### src/rtl/dac_src_pkg.sv
// Package: shared encodings for the DAC data-source mux.
// Assumes: counter mode is a 3-bit field whose top bit enables the counter.
package dac_src_pkg;

    typedef enum logic [2:0] {
        CM_OFF0 = 3'b000,
        CM_OFF1 = 3'b001,
        CM_OFF2 = 3'b010,
        CM_OFF3 = 3'b011,
        CM_FULL = 3'b100,
        CM_LOW  = 3'b101,
        CM_MID  = 3'b110,
        CM_TOP  = 3'b111
    } cnt_mode_e;

    // Positions of fields inside the configuration byte
    localparam int unsigned CFG_FIX_BIT  = 0;
    localparam int unsigned CFG_INV_BIT  = 1;
    localparam int unsigned CFG_MODE_LSB = 2;

endpackage

### src/rtl/dac_pattern_ctr.sv
// Module: free-running cyclic counter used as a test source.
// Assumes: it counts every cycle and wraps at its width; synchronous active-low reset.
module dac_pattern_ctr #(
    parameter int unsigned DW = 16
) (
    input  logic          clk,
    input  logic          rst_n,
    output logic [DW-1:0] count
);

    // Advance by one every cycle, clear on reset
    always_ff @(posedge clk) begin
        if (!rst_n) begin
            count <= '0;
        end else begin
            count <= count + 1'b1;
        end
    end

endmodule

### src/rtl/dac_field_mask.sv
// Module: turns the counter mode into a bit mask of counter-driven positions.
// Assumes: low field starts at bit 0, top field ends at the MSB, and the middle
// field sits at MID_LSB; the fields lie inside DW.
module dac_field_mask
    import dac_src_pkg::*;
#(
    parameter int unsigned DW      = 16,
    parameter int unsigned LOW_W   = 7,
    parameter int unsigned MID_LSB = 6,
    parameter int unsigned MID_W   = 5,
    parameter int unsigned TOP_W   = 5
) (
    input  logic [2:0]    mode,
    output logic [DW-1:0] mask,
    output logic          active
);

    localparam int unsigned MID_MSB = MID_LSB + MID_W - 1;
    localparam int unsigned TOP_LSB = DW - TOP_W;

    logic [DW-1:0] low_m, mid_m, top_m;

    // Build one mask per field, bit by bit
    for (genvar i = 0; i < DW; i++) begin : g_bit
        assign low_m[i] = (i < LOW_W);
        assign mid_m[i] = (i >= MID_LSB) && (i <= MID_MSB);
        assign top_m[i] = (i >= TOP_LSB);
    end

    // Select the mask for the current mode
    always_comb begin
        active = mode[2];
        unique case (cnt_mode_e'(mode))
            CM_FULL: mask = '1;
            CM_LOW:  mask = low_m;
            CM_MID:  mask = mid_m;
            CM_TOP:  mask = top_m;
            default: mask = '0;
        endcase
    end

endmodule

### src/rtl/dac_src_select.sv
// Module: source priority and channel-B inversion (combinational).
// Assumes: priority is counter, then fixed word, then bus; inversion applied last.
module dac_src_select #(
    parameter int unsigned DW = 16
) (
    input  logic          cnt_on,
    input  logic [DW-1:0] cnt_mask,
    input  logic [DW-1:0] count,
    input  logic          fix_on,
    input  logic [DW-1:0] fix_word,
    input  logic          inv_b,
    input  logic [DW-1:0] bus_a,
    input  logic [DW-1:0] bus_b,
    output logic [DW-1:0] nxt_a,
    output logic [DW-1:0] nxt_b
);

    logic [DW-1:0] pre_b;

    // Choose the word for each channel by priority
    always_comb begin
        if (cnt_on) begin
            nxt_a = count & cnt_mask;
            pre_b = count & cnt_mask;
        end else if (fix_on) begin
            nxt_a = fix_word;
            pre_b = fix_word;
        end else begin
            nxt_a = bus_a;
            pre_b = bus_b;
        end
        nxt_b = inv_b ? ~pre_b : pre_b;
    end

endmodule

### src/rtl/dac_src_mux.sv
// Module: top of the DAC data-source mux; registers both channel words.
// Assumes: cfg and fixed bytes are stable register outputs; synchronous active-low reset.
module dac_src_mux
    import dac_src_pkg::*;
#(
    parameter int unsigned DW      = 16,
    parameter int unsigned BW      = 8,
    parameter int unsigned LOW_W   = 7,
    parameter int unsigned MID_LSB = 6,
    parameter int unsigned MID_W   = 5,
    parameter int unsigned TOP_W   = 5
) (
    input  logic          clk,
    input  logic          rst_n,
    input  logic [DW-1:0] bus_a,
    input  logic [DW-1:0] bus_b,
    input  logic [7:0]    cfg,
    input  logic [BW-1:0] fixed_lo,
    input  logic [BW-1:0] fixed_hi,
    output logic [DW-1:0] dac_a,
    output logic [DW-1:0] dac_b
);

    localparam int unsigned FW = 2 * BW;

    logic [DW-1:0] count;
    logic [DW-1:0] cnt_mask;
    logic          cnt_on;
    logic [FW-1:0] fix_word;
    logic [DW-1:0] nxt_a, nxt_b;

    assign fix_word = {fixed_hi, fixed_lo};

    dac_pattern_ctr #(.DW(DW)) u_ctr (
        .clk   (clk),
        .rst_n (rst_n),
        .count (count)
    );

    dac_field_mask #(
        .DW(DW), .LOW_W(LOW_W), .MID_LSB(MID_LSB), .MID_W(MID_W), .TOP_W(TOP_W)
    ) u_mask (
        .mode   (cfg[CFG_MODE_LSB +: 3]),
        .mask   (cnt_mask),
        .active (cnt_on)
    );

    dac_src_select #(.DW(DW)) u_sel (
        .cnt_on   (cnt_on),
        .cnt_mask (cnt_mask),
        .count    (count),
        .fix_on   (cfg[CFG_FIX_BIT]),
        .fix_word (fix_word[DW-1:0]),
        .inv_b    (cfg[CFG_INV_BIT]),
        .bus_a    (bus_a),
        .bus_b    (bus_b),
        .nxt_a    (nxt_a),
        .nxt_b    (nxt_b)
    );

    // Output register: one cycle of latency for both channels
    always_ff @(posedge clk) begin
        if (!rst_n) begin
            dac_a <= '0;
            dac_b <= '0;
        end else begin
            dac_a <= nxt_a;
            dac_b <= nxt_b;
        end
    end

endmodule

### config.mk
export PLATFORM = sky130hd
export DESIGN_NAME = dac_src_mux
export DESIGN_NICKNAME = d
export VERILOG_FILES = /design/src/rtl/dac_src_pkg.sv /design/src/rtl/dac_pattern_ctr.sv /design/src/rtl/dac_field_mask.sv /design/src/rtl/dac_src_select.sv /design/src/rtl/dac_src_mux.sv
export SDC_FILE = /design/constraint.sdc
export NUM_CORES = 1
export LEC_CHECK = 0
export ABC_AREA = 1
export BUFFER_PORTS_ARGS = -buffer_cell sky130_fd_sc_hd__buf_2
export CORE_MARGIN = 2
export CORE_UTILIZATION = 44
export DETAILED_ROUTE_END_ITERATION = 16
export PLACE_DENSITY = 0.73
export SYNTH_ARGS = -nofsm -noshare
export SYNTH_HDL_FRONTEND = slang
export SYNTH_HIERARCHICAL = 1
export SYNTH_SLANG_ARGS = --single-unit
### constraint.sdc
create_clock -name clk -period 1.4 [get_ports clk]
set_input_delay 0.28 -clock clk [delete_from_list [all_inputs] [get_ports clk]]
set_output_delay 0.28 -clock clk [all_outputs]
set_load 0.01 [all_outputs]
==> metrics.cfg <==
[synth]
synth.avg_cell_area_sq_um=6.36
async_flop_share_pct=0
synth_edf_count=0
syn_nets=483
ys_types=28
synthMuxAreaShare_pct=0
ys_ff_latch=48
yosys_warnings=6
synthXorXnorAreaFrac_pct=0.325
synth_compound_area_share_pct=10.6
syn-cell-area_sq_um=2700
yosys.area_share.simple_pct=37.6
synth_adder_area_share_pct=0.464
synth_top_family_by_area=simple AND/OR/NAND/NOR gates
ys.flop_type=dfxtp_1
ys_seq_area_share_pct=35.7
syn_inst=424

[drt]
dr.pass1.iters=6
detail-route-antenna-nets=0
vias_per_cell=4.81
drt_iter0_drc=150
wl_mm=6.26
post_drt_wl_per_cell_um=10.9
vias=2761
drc=0

[pwr]
sw_frac_of_total_pct=25.6
p_comb_share_pct=16.9
p_leak_uw=0.00193
finalPower_uw=2910
p_switching_uw=743
irDropWorstVdd_mv=0.459
p_clk_share_pct=33.4
p_int_uw=2160
powerDensity_nw_per_um2=911
pwr-share-seq_pct=49.7

[layout]
num-nets-final=557
layout-drive-gt1-share_pct=22.2
area_growth_pct=18.4
fillCellCount=596
n_antenna_cell=0

[sta]
fmax_ghz=0.823
setup_slack_ns=0.185
hold_violations=0
worstMarginPinSlew_ns=0.523
period_share_pct=86.8
rsz0062_at_grt=no
setup_viol=0
finalMaxSlewViolations=0
max_slew_margin_pct=65.1
fin_skew_ns=0.00494
finalSetupTns_ns=0
period_needed_ns=1.22

[clock_tree]
cts-hold-fix-buffers=0
cts.path.max_buffers=2
cts_tree=built
clk_pin_slew_ns=0.08
clk_latency_ns=0.29
cts_htree_levels=2
post_cts_resize_count=0
cts_made_buffers=5
post_cts_buffers=0
cts.sinks=48
root_buffer=clkbuf_8

[global_routing]
grt_max_degree=34
grt_pass1_wl_mm=10.2
grtUsageTotal_pct=19.2
antenna_found_initial=0
grt_overflow_total=0
grt_pass1_vias=2391

[critical_path]
cp_data_arrival_time_ns=1.40
start_kind=flip-flop
r2r_start=u_ctr/count[1]
critical_path_required_ns=1.58
rrSetupSlack_ns=0.18
rr_worst_depth=6
setup.worst_path.end_class=flip-flop
worstSetupPathType=reg2reg
reg2reg_to=u_ctr/count[8]
crit_fanout=4

[min_path]
holdPathStages=3
min_to=u_ctr/count[9]
min_from=rst_n
hold_path_class=in2reg

[floorplan]
io_pins=90
core_area_sq_um=5920
floorplan.rows=28
dieArea_sq_um=6770
die_y_um=82.3
start_util_pct=45.5
die_w_um=82.3

[placement]
place_hpwl_mm=4.83
dp_slack_ns=0.0935
routabilityCongestion=0.793
portBuffers=86

[run_status]
status=finished clean

[run]
maxCapViolCount=0

-- placed cells by master (no fill, tap or decap), drive strengths merged, types with 3 or more instances in the layout --
cell type / n
nand2: 178
buf: 96
inv: 50
dfxtp: 48
nand3: 37
nor2: 31
o21ai: 18
a21boi: 16
clkbuf: 6
a21oi: 5
o21bai: 3
-- sequential cells by signal (all words and copies together), names as in the netlist --
name / flops
dac_a: 16
dac_b: 16
u_ctr/count: 16
-- layout make-up --
type                    instances  area [sq um]  share of cell area, %
multi-input cells             297          1320                   41.4
flip-flops and latches         48           961                   30.1
repair buffers                 96           518                   16.2
inverters                      50           190                   5.96
well taps                      75          93.8                   2.94
clock buffers                   6          72.6                   2.27
clock inverters                 2          35.0                   1.10
-- metrics by stage --
| stage | utilization (%) | instance area [sq um] | std cells | hold slack (ns) |
|---|---|---|---|---|
| final | 53.9 | 3190 | 574 | 0.304 |
| after detailed placement | 52.1 | 3080 | 566 | 0.503 |
| after global routing | 53.9 | 3190 | 574 | 0.302 |
| after global placement | 52.1 | 3080 | 566 | 0.488 |
| after CTS | 53.9 | 3190 | 574 | 0.294 |
| after floorplan | - | 2700 | 424 | 0.373 |
-- critical path, stage by stage, from the launching register on --
cell and delay, ns:
dfxtp_1 0.34, ha_1 0.19, nand3_1 0.12, inv_1 0.14
nand2_1 0.10, o21ai_0 0.16, a21oi_1 0.05
-- power by group through the flow --
stage | logic (uW) | clock network (uW) | registers (uW)
final | 491 | 972 | 1440
after global routing | 565 | 1050 | 1450
after CTS | 494 | 1000 | 1440
after detailed placement | 493 | 0 | 1480
after global placement | 482 | 0 | 1480
after floorplan | 305 | 0 | 1510
-- Yosys cell counts, drive strengths merged (2+ instances only) --
library cell	number	area (sq um)
dfxtp	48	961
o21a	2	15.0
inv	50	190
nor2	31	129
a21boi	16	120
o21bai	3	22.5
clkbuf	2	7.51
a21oi	5	25.0
nand3	37	185
o21ai	18	90.1
nand2	178	681
buf	27	216
nand4	2	12.5
-- per-layer routing --
layer,vias up,part of all wire [%],track usage (%)
met3,6,6.4,3.59
met1,1235,46,25.0
met2,80,47,32.3
li1,1440,-,-
met4,0,1.2,5.67
met5,-,0,0
-- cell families after synthesis --
group	Yosys count
XOR/XNOR	1
flip-flops	48
buffers and inverters	79
AND/OR/NAND/NOR	249
adder cells (fa/ha/maj)	1
AO/OA/AOI/OAI	46
-- worst max-delay path by stage --
| stage | start | end | cells after the start |
|---|---|---|---|
| 3_3_place_gp | cfg[4] | dac_b[8] | 8 |
| 2_1_floorplan | cfg[4] | dac_b[4] | 8 |
| 4_1_cts | u_ctr/count[1] | u_ctr/count[8] | 6 |
| 3_5_place_dp | cfg[4] | dac_b[15] | 8 |
| 6_report | u_ctr/count[1] | u_ctr/count[8] | 6 |
| 5_1_grt | u_ctr/count[1] | u_ctr/count[14] | 6 |
Power figures use the tool's default switching activity.
